[config.mk]
export PLATFORM = sky130hd
export DESIGN_NAME = rst_src_ctrl
export DESIGN_NICKNAME = d
export VERILOG_FILES = /design/src/rtl/rsc_pkg.sv /design/src/rtl/rsc_sync.sv /design/src/rtl/rsc_pulse.sv /design/src/rtl/rsc_cause.sv /design/src/rtl/rsc_gpr.sv /design/src/rtl/rst_src_ctrl.sv
export SDC_FILE = /design/constraint.sdc
export NUM_CORES = 1
export LEC_CHECK = 0
export BUFFER_PORTS_ARGS = -buffer_cell sky130_fd_sc_hd__clkbuf_2
export CORE_MARGIN = 10
export CORE_UTILIZATION = 40
export DETAILED_ROUTE_END_ITERATION = 7
export PLACE_DENSITY = 0.62
export SETUP_SLACK_MARGIN = 0.15
export SYNTH_ARGS = -nofsm -noshare
export SYNTH_HDL_FRONTEND = slang
export SYNTH_SLANG_ARGS = --single-unit
export TNS_END_PERCENT = 20
[constraint.sdc]
create_clock -name clk -period 2.2 [get_ports clk]
set_input_delay 0.33 -clock clk [delete_from_list [all_inputs] [get_ports clk]]
set_output_delay 0.33 -clock clk [all_outputs]
set_load 0.02 [all_outputs]
[src/rtl/rsc_pkg.sv]
package rsc_pkg;
    localparam int NUM_SRC      = 9;
    localparam int DW           = 32;
    localparam int AW           = 7;
    localparam int STRETCH_CYC  = 16;
    localparam int SW_PULSE_CYC = 4;
    localparam int GP_COUNT     = 10;
    localparam int GP_RO_IDX    = 8;
    localparam int GP_IW        = $clog2(GP_COUNT);

    // cause bit positions, one per request source
    localparam int SRC_POWER_ON  = 0;
    localparam int SRC_LOCKUP    = 1;
    localparam int SRC_SECURITY  = 2;
    localparam int SRC_USER_COLD = 3;
    localparam int SRC_WDOG_A    = 4;
    localparam int SRC_JTAG_HIZ  = 5;
    localparam int SRC_JTAG_SW   = 6;
    localparam int SRC_WDOG_B    = 7;
    localparam int SRC_THERMAL   = 8;

    localparam logic [AW-1:0] ADDR_CTRL     = 7'h00;
    localparam logic [AW-1:0] ADDR_BOOTCFG  = 7'h04;
    localparam logic [AW-1:0] ADDR_CAUSE    = 7'h08;
    localparam logic [AW-1:0] ADDR_BOOTMODE = 7'h1C;
    localparam logic [AW-1:0] ADDR_GP_FIRST = 7'h20;
    localparam logic [AW-1:0] ADDR_GP_LAST  = 7'h44;

    localparam int CTRL_WDA_LSB    = 7;
    localparam int CTRL_CORE_BIT   = 13;
    localparam int CTRL_DBG_BIT    = 17;
    localparam int CTRL_PGHOLD_BIT = 25;
    localparam int CTRL_WDB_LSB    = 28;
    localparam int BMODE_LSB       = 24;

    localparam logic [3:0] WDOG_BLOCK_KEY = 4'h5;

    typedef struct packed {
        logic [3:0] wdog_b_key;
        logic       pg_dbg_hold;
        logic [3:0] wdog_a_key;
    } ctrl_t;

    typedef enum logic [2:0] {
        RD_CTRL, RD_BOOTCFG, RD_CAUSE, RD_BOOTMODE, RD_GP, RD_NONE
    } rd_sel_e;

    function automatic logic wdog_blocked(input logic [3:0] key);
        return key == WDOG_BLOCK_KEY;
    endfunction

    function automatic logic [DW-1:0] ctrl_word(input ctrl_t c, input logic core_busy,
                                                input logic dbg_busy);
        logic [DW-1:0] w;
        w = '0;
        w[CTRL_WDA_LSB +: 4]  = c.wdog_a_key;
        w[CTRL_WDB_LSB +: 4]  = c.wdog_b_key;
        w[CTRL_PGHOLD_BIT]    = c.pg_dbg_hold;
        w[CTRL_CORE_BIT]      = core_busy;
        w[CTRL_DBG_BIT]       = dbg_busy;
        return w;
    endfunction

    function automatic rd_sel_e decode_addr(input logic [AW-1:0] a);
        if (a == ADDR_CTRL)     return RD_CTRL;
        if (a == ADDR_BOOTCFG)  return RD_BOOTCFG;
        if (a == ADDR_CAUSE)    return RD_CAUSE;
        if (a == ADDR_BOOTMODE) return RD_BOOTMODE;
        if (a[1:0] == 2'b00 && a >= ADDR_GP_FIRST && a <= ADDR_GP_LAST) return RD_GP;
        return RD_NONE;
    endfunction
endpackage

[src/rtl/rsc_sync.sv]
module rsc_sync #(
    parameter int W = 9
) (
    input  logic         clk,
    input  logic         rst,
    input  logic [W-1:0] req_n_i,
    output logic [W-1:0] act_o
);
    logic [W-1:0] stage1_q;
    logic [W-1:0] stage2_q;

    for (genvar i = 0; i < W; i++) begin : g_bit
        always_ff @(posedge clk) begin
            if (rst) begin
                stage1_q[i] <= 1'b1;
                stage2_q[i] <= 1'b1;
            end else begin
                stage1_q[i] <= req_n_i[i];
                stage2_q[i] <= stage1_q[i];
            end
        end
    end

    assign act_o = ~stage2_q;

    // a synchronised request needs the input low two edges earlier
    p_two_stage_r1: assert property (@(posedge clk) disable iff (rst)
        $fell(stage2_q[0]) |-> $past(!stage1_q[0]));
endmodule

[src/rtl/rsc_pulse.sv]
module rsc_pulse #(
    parameter int LEN = 16
) (
    input  logic clk,
    input  logic rst,
    input  logic load_i,
    output logic busy_o
);
    localparam int CW = $clog2(LEN + 1);

    logic [CW-1:0] cnt_q;

    always_ff @(posedge clk) begin
        if (rst)                cnt_q <= '0;
        else if (load_i)        cnt_q <= CW'(LEN);
        else if (cnt_q != '0)   cnt_q <= cnt_q - CW'(1);
    end

    assign busy_o = (cnt_q != '0);

    // a load is always followed by an asserted pulse
    p_load_busy_r5: assert property (@(posedge clk) disable iff (rst)
        load_i |=> busy_o);
endmodule

[src/rtl/rsc_cause.sv]
module rsc_cause
    import rsc_pkg::*;
#(
    parameter int N = NUM_SRC
) (
    input  logic         clk,
    input  logic         rst,
    input  logic [N-1:0] act_i,
    input  logic [3:0]   wdog_a_key_i,
    input  logic [3:0]   wdog_b_key_i,
    input  logic         clr_we_i,
    input  logic [N-1:0] clr_bits_i,
    output logic [N-1:0] cause_o,
    output logic         any_o
);
    logic [N-1:0] eff;
    logic [N-1:0] clr_mask;
    logic [N-1:0] cause_q;

    always_comb begin
        eff = act_i;
        if (wdog_blocked(wdog_a_key_i)) eff[SRC_WDOG_A] = 1'b0;
        if (wdog_blocked(wdog_b_key_i)) eff[SRC_WDOG_B] = 1'b0;
    end

    assign clr_mask = clr_we_i ? clr_bits_i : '0;
    assign any_o    = |eff;

    always_ff @(posedge clk) begin
        if (rst)                        cause_q <= '0;
        else if (act_i[SRC_POWER_ON])   cause_q <= {{(N-1){1'b0}}, 1'b1};
        else                            cause_q <= (cause_q & ~clr_mask) | eff;
    end

    assign cause_o = cause_q;

    // power-on leaves only its own bit
    p_por_only_r4: assert property (@(posedge clk) disable iff (rst)
        act_i[SRC_POWER_ON] |=> (cause_o == {{(N-1){1'b0}}, 1'b1}));
    // without clear or power-on no bit is lost
    p_sticky_r3: assert property (@(posedge clk) disable iff (rst)
        (!act_i[SRC_POWER_ON] && !clr_we_i) |=> ((cause_o & $past(cause_o)) == $past(cause_o)));
    // a blocked watchdog never changes its cause bit
    p_wdog_block_r2: assert property (@(posedge clk) disable iff (rst)
        (!act_i[SRC_POWER_ON] && act_i[SRC_WDOG_A] && wdog_blocked(wdog_a_key_i)
         && !(clr_we_i && clr_bits_i[SRC_WDOG_A]))
        |=> (cause_o[SRC_WDOG_A] == $past(cause_o[SRC_WDOG_A])));
endmodule

[src/rtl/rsc_gpr.sv]
module rsc_gpr #(
    parameter int N_REG  = 10,
    parameter int RO_IDX = 8,
    parameter int DW     = 32,
    parameter int IW     = $clog2(N_REG)
) (
    input  logic          clk,
    input  logic          rst,
    input  logic          clr_i,
    input  logic          we_i,
    input  logic [IW-1:0] idx_i,
    input  logic [DW-1:0] wdata_i,
    output logic [DW-1:0] rdata_o
);
    logic [DW-1:0] bank [N_REG];

    for (genvar i = 0; i < N_REG; i++) begin : g_word
        if (i == RO_IDX) begin : g_ro
            assign bank[i] = '0;
        end else begin : g_rw
            always_ff @(posedge clk) begin
                if (rst || clr_i)                   bank[i] <= '0;
                else if (we_i && idx_i == IW'(i))   bank[i] <= wdata_i;
            end
        end
    end

    always_comb begin
        rdata_o = '0;
        for (int i = 0; i < N_REG; i++) begin
            if (idx_i == IW'(i)) rdata_o = bank[i];
        end
    end
endmodule

[src/rtl/rst_src_ctrl.sv]
module rst_src_ctrl
    import rsc_pkg::*;
#(
    parameter int STRETCH  = STRETCH_CYC,
    parameter int SW_PULSE = SW_PULSE_CYC
) (
    input  logic                clk,
    input  logic                rst,
    input  logic [NUM_SRC-1:0]  req_n,
    input  logic [1:0]          boot_pins,
    input  logic [DW-1:0]       boot_cfg,
    input  logic                pg_done,
    input  logic                reg_we,
    input  logic [AW-1:0]       reg_addr,
    input  logic [DW-1:0]       reg_wdata,
    output logic [DW-1:0]       reg_rdata,
    output logic                chip_rst,
    output logic                core_rst,
    output logic                core_dbg_rst
);
    localparam int QW = $clog2(STRETCH + 1);

    logic [NUM_SRC-1:0] act;
    logic [NUM_SRC-1:0] cause;
    logic               any_act;
    logic               por_act;
    logic               por_q;
    logic [1:0]         bmode_q;
    ctrl_t              ctrl_q;
    rd_sel_e            sel;
    logic               ctrl_wr;
    logic               core_start;
    logic               dbg_start;
    logic               core_busy;
    logic               dbg_busy;
    logic [AW-1:0]      gp_off;
    logic [GP_IW-1:0]   gp_idx;
    logic [DW-1:0]      gp_rdata;
    logic               gp_we;

    rsc_sync #(.W(NUM_SRC)) u_sync (
        .clk(clk), .rst(rst), .req_n_i(req_n), .act_o(act)
    );

    assign por_act = act[SRC_POWER_ON];
    assign sel     = decode_addr(reg_addr);
    assign ctrl_wr = reg_we && (sel == RD_CTRL) && !por_act;
    assign gp_we   = reg_we && (sel == RD_GP) && !por_act;
    assign gp_off  = reg_addr - ADDR_GP_FIRST;
    assign gp_idx  = GP_IW'(gp_off >> 2);

    rsc_cause #(.N(NUM_SRC)) u_cause (
        .clk(clk), .rst(rst), .act_i(act),
        .wdog_a_key_i(ctrl_q.wdog_a_key), .wdog_b_key_i(ctrl_q.wdog_b_key),
        .clr_we_i(reg_we && (sel == RD_CAUSE)), .clr_bits_i(reg_wdata[NUM_SRC-1:0]),
        .cause_o(cause), .any_o(any_act)
    );

    always_ff @(posedge clk) begin
        if (rst || por_act) begin
            ctrl_q <= '0;
        end else if (ctrl_wr) begin
            ctrl_q.wdog_a_key  <= reg_wdata[CTRL_WDA_LSB +: 4];
            ctrl_q.wdog_b_key  <= reg_wdata[CTRL_WDB_LSB +: 4];
            ctrl_q.pg_dbg_hold <= reg_wdata[CTRL_PGHOLD_BIT];
        end
    end

    always_ff @(posedge clk) begin
        if (rst) begin
            por_q   <= 1'b0;
            bmode_q <= '0;
        end else begin
            por_q <= por_act;
            if (por_q && !por_act) bmode_q <= boot_pins;
        end
    end

    assign core_start = ctrl_wr && reg_wdata[CTRL_CORE_BIT];
    assign dbg_start  = (ctrl_wr && reg_wdata[CTRL_DBG_BIT]) || (pg_done && !ctrl_q.pg_dbg_hold);

    rsc_pulse #(.LEN(STRETCH)) u_chip_pulse (
        .clk(clk), .rst(rst), .load_i(any_act), .busy_o(chip_rst)
    );
    rsc_pulse #(.LEN(SW_PULSE)) u_core_pulse (
        .clk(clk), .rst(rst), .load_i(core_start), .busy_o(core_busy)
    );
    rsc_pulse #(.LEN(SW_PULSE)) u_dbg_pulse (
        .clk(clk), .rst(rst), .load_i(dbg_start), .busy_o(dbg_busy)
    );

    assign core_rst     = chip_rst || core_busy;
    assign core_dbg_rst = chip_rst || dbg_busy;

    rsc_gpr #(.N_REG(GP_COUNT), .RO_IDX(GP_RO_IDX), .DW(DW), .IW(GP_IW)) u_gpr (
        .clk(clk), .rst(rst), .clr_i(por_act), .we_i(gp_we), .idx_i(gp_idx),
        .wdata_i(reg_wdata), .rdata_o(gp_rdata)
    );

    always_comb begin
        unique case (sel)
            RD_CTRL:     reg_rdata = ctrl_word(ctrl_q, core_busy, dbg_busy);
            RD_BOOTCFG:  reg_rdata = boot_cfg;
            RD_CAUSE:    reg_rdata = {{(DW-NUM_SRC){1'b0}}, cause};
            RD_BOOTMODE: reg_rdata = {{(DW-BMODE_LSB-2){1'b0}}, bmode_q, {BMODE_LSB{1'b0}}};
            RD_GP:       reg_rdata = gp_rdata;
            default:     reg_rdata = '0;
        endcase
    end

    // cycles since the last edge that saw an active source (saturating)
    logic [QW-1:0] quiet_q;
    always_ff @(posedge clk) begin
        if (rst || any_act)              quiet_q <= '0;
        else if (quiet_q != QW'(STRETCH)) quiet_q <= quiet_q + QW'(1);
    end

    // the chip reset only drops after the full stretch window
    p_stretch_len_r5: assert property (@(posedge clk) disable iff (rst)
        $fell(chip_rst) |-> (quiet_q == QW'(STRETCH)));
    // core resets follow the chip reset
    p_core_follow_r6: assert property (@(posedge clk) disable iff (rst)
        chip_rst |-> (core_rst && core_dbg_rst));
    // a suppressed power-gating event raises no debug reset
    p_pg_hold_r8: assert property (@(posedge clk) disable iff (rst)
        (pg_done && ctrl_q.pg_dbg_hold && !dbg_busy && !ctrl_wr && !any_act && !chip_rst)
        |=> !core_dbg_rst);
    // the boot mode only moves at power-on release
    p_bmode_hold_r9: assert property (@(posedge clk) disable iff (rst)
        !(por_q && !por_act) |=> $stable(bmode_q));
endmodule

==> metrics.csv <==
stage,metric,value,unit
synth,Synth Register Bits,338,
timing,Final Hold Vio Count,0,
layout,proportion of layout cells with a drive suffix above 1,25.0,%
layout,fin cells,2710,
route,antenna-violating nets left,0,
critical_path,Setup crit end kind,output port,
floorplan,cell row count,71,
grt,vias in the first global route,14700,
synth,Synth Flop Type,dfxtp_1,
critical_path,crit path max-delay cell type,mux4_2,
placed_design,Inst Count DP,2620,
synth,Syn Nets,2097,
floorplan,core footprint,37700,sq um
critical_path,CP max FO,2,
critical_path,CP Launch Type,flip-flop,
timing,final clock period utilization by the worst path,115,%
grt,initial antenna violation count,0,
grt,GRT Total Usage,22.8,%
power,power per cell area,711,nW/um^2
synth,yosys warns,0,
grt,first-pass GRT wire length,84.8,mm
run,# Max-Cap Violations,0,
status,failing checks,negative setup slack,
route,DR WL/cell,20.5,um
synth,Synth cell types,62,
worst_hold_path,Min-Delay Path Class,in2reg,
clock_network,clk slew on worst S/H paths,60,ps
layout,Area Growth Syn to Fin,28.5,%
synth,Synth Instances,2003,
grt,largest net degree at the start of global routing,94,
clock_network,root buf cell,clkbuf_16,
critical_path,worst-path cell chain,"mux4_2, nor2b_4, a31oi_4, nor3_2, a221o_1, clkbuf_8",
synth,synthesized cell area,15300,sq um
placed_design,gpl congestion,0.924,
synth,biggest area consumer among synthesized cells,dfxtp_1,
timing,Final Max Tran Viols,0,
timing,Clock Skew,15.1,ps
power,maximum vdd drop,547,uV
critical_path,worst path arrival time,2210,ps
placed_design,DP Wirelength,38.2,mm
clock_network,CTS tree,yes,
layout,Antenna Cells,0,
timing,worst rel slew slack,70.9,%
timing,Worst Tran Pin Value,433,ps
power,LEAKAGE,7.01,nW
synth,"Seq/Total Area, Yosys",44.3,%
status,status,"finished, violations left",
synth,"EDFF count, synth",0,
timing,FMAX,394,MHz
timing,Setup TNS Final,-2480,ps
floorplan,Vert. Die Dim,215,um
route,vias per inst,5.62,
critical_path,critical path type,reg2out,
floorplan,Initial Util,40.5,%
route,vias,15200,
floorplan,Die X,215,um
synth,synth top area cells,"dfxtp_1 44%, nand2_1 16%, a21oi_1 12%",
clock_network,Skew-Pair Late Insertion Delay,530,ps
timing,final worst path period need,2540,ps
grt,total grt overflow,0,
clock_network,H-tree levels,2,
clock_network,CTS Buffer Depth,3,
route,DRC violations left,0,
timing,RSZ-0062 raised after global routing,yes,
placed_design,port buffer count,120,
timing,final setup fails,27,
clock_network,clock sinks,338,
timing,Final Worst Setup Slack,-337,ps
layout,nets@finish,2271,
synth,Yosys top cell area share,44.3,%
floorplan,I/O pin count,121,
floorplan,Die ar.,46400,sq um
clock_network,TritonCTS Buffers,37,
route,Initial DRC Count,1498,
synth,Async SR Flop Fraction,0,%
critical_path,CP required,1870,ps
critical_path,CP max stage delay,460,ps
synth,syn_area_per_cell,7.62,sq um
route,DRT Pass-1 Iters,8,
route,routed wire length,55.6,mm
[critical path, delay by kind of cell (launching register included)]
family / cells / cell delay (ps)
AO/OA/AOI/OAI: 2 / 500
multiplexers: 1 / 460
flip-flops: 1 / 310
AND/OR/NAND/NOR: 2 / 200
buffers and inverters: 1 / 180
[cell type report]
type / instances / area (sq um)
fill: 3616 / 18000
sequential: 338 / 6780
clock inverter: 10 / 86.3
tap: 511 / 639
inverter: 20 / 77.6
clock buffer: 51 / 1090
multi-input combinational: 1459 / 8220
timing repair buffer: 321 / 2720
[metal layers]
layer  track usage (%)  part of all wire (%)  up-vias
met1              29.1                    41     7243
li1                  -                     -     7143
met4              9.41                   3.7        0
met2              37.4                    47      699
met5                 0                     0        -
met3              3.69                   8.1      147
[cells in the final DEF (no fill, tap or decap), types with 7 or more instances in the layout]
cell,Yosys,layout
a21o_1,11,10
a21oi_1,364,354
a21oi_2,1,11
a221o_1,12,12
a22oi_1,36,25
a22oi_2,0,11
buf_12,0,18
buf_4,6,160
buf_6,3,25
clkbuf_16,0,41
clkbuf_2,0,84
clkbuf_8,0,20
dfxtp_1,338,324
dfxtp_2,0,14
dlygate4sd3_1,0,9
inv_1,20,12
inv_2,0,7
mux2_2,29,23
mux2i_1,17,16
mux4_2,17,17
nand2_1,666,660
nand3_1,18,18
nand4_1,9,9
nor2_1,35,31
nor2b_1,11,9
nor3_1,13,7
o211ai_1,11,11
o21ai_0,69,48
o21ai_1,9,23
o21ai_2,0,7
o22ai_1,11,10
or2_2,18,18
[logic make-up (layout without fill, tap and decap cells)]
logic type | count (synthesis) | in the layout | synth area share (%)
muxes | 63 | 63 | 5.76
buffers and inverters | 206 | 402 | 5.73
adders and majority gates | 8 | 8 | 0.656
and+or+nand+nor | 816 | 816 | 22.3
AOI/OAI and AO/OA | 568 | 568 | 21.0
DFF | 338 | 338 | 44.3
xor gates and xnor gates | 4 | 4 | 0.229
[worst paths after layout]
| path | from | to | slack [ps] | depth (start not counted) |
|---|---|---|---|---|
| setup / recovery | u_gpr.bank[201] | reg_rdata[9] | -340 | 6 |
| setup reg to reg | u_sync.stage2_q[0] | u_gpr.bank[309] | 300 | 7 |
| hold reg to reg | u_sync.stage1_q[5] | u_sync.stage2_q[5] | 410 | 1 |
| hold / removal | boot_pins[0] | bmode_q[0] | 50 | 3 |
[where the power goes]
group          leakage (nW)  switching, mW  internal [mW]
Sequential             2.74         0.0392           6.19
Combinational          3.69          0.939          0.672
Clock                 0.588           2.53           3.58
[stage by stage]
| step | hold WS (ps) | power, mW | instance area (sq um) | utilization [%] | setup slack (ps) |
|---|---|---|---|---|---|
| 6_report | 50.9 | 13.9 | 19600 | 52.1 | -337 |
| 5_1_grt | 60.4 | 14.4 | 19600 | 52.1 | -376 |
| 4_1_cts | 36.4 | 13.9 | 19200 | 51.1 | -376 |
| 3_5_place_dp | 397 | 7.63 | 17300 | 46.0 | -236 |
| 3_3_place_gp | 392 | 7.61 | 17300 | 46.0 | -237 |
| 2_1_floorplan | 389 | 7.07 | 15300 | - | 71.9 |
[repair_timing]
| item | CTS | global route |
|---|---|---|
| pin swaps | 39 | 22 |
| endpoints found under the hold margin | 9 | 0 |
| gates cloned | 1 | 2 |
| endpoints found under the setup margin | 35 | 51 |
| hold buffers | 9 | 0 |
| setup buffers | 9 | 8 |
| gates resized for setup | 148 | 94 |
[synth_stat cells (5+ instances only)]
cell / instances
a22oi_1: 36
mux4_2: 17
o211ai_1: 11
nand4_1: 9
nand2b_1: 6
and2_1: 6
a21o_1: 11
clkbuf_1: 128
a221o_1: 12
a22o_1: 5
nor2b_1: 11
nand3_1: 18
a21oi_1: 364
nand2_1: 666
o21ai_0: 69
buf_4: 6
dfxtp_1: 338
nor2_1: 35
or2_2: 18
buf_2: 45
o21ai_1: 9
o22ai_1: 11
mux2i_1: 17
a211oi_1: 9
or3_1: 7
ha_1: 8
inv_1: 20
nor3_1: 13
mux2_2: 29
o2bb2ai_1: 5
[state kept, by name, summed over array words and instances (netlist names), 2 cells and up]
signal              flops
u_sync.stage2_q         9
u_dbg_pulse.cnt_q       3
u_cause.cause_o         9
ctrl_q                  9
u_chip_pulse.cnt_q      5
u_gpr.bank            288
bmode_q                 2
u_core_pulse.cnt_q      3
u_sync.stage1_q         9
(Power assumes the default switching activity.)
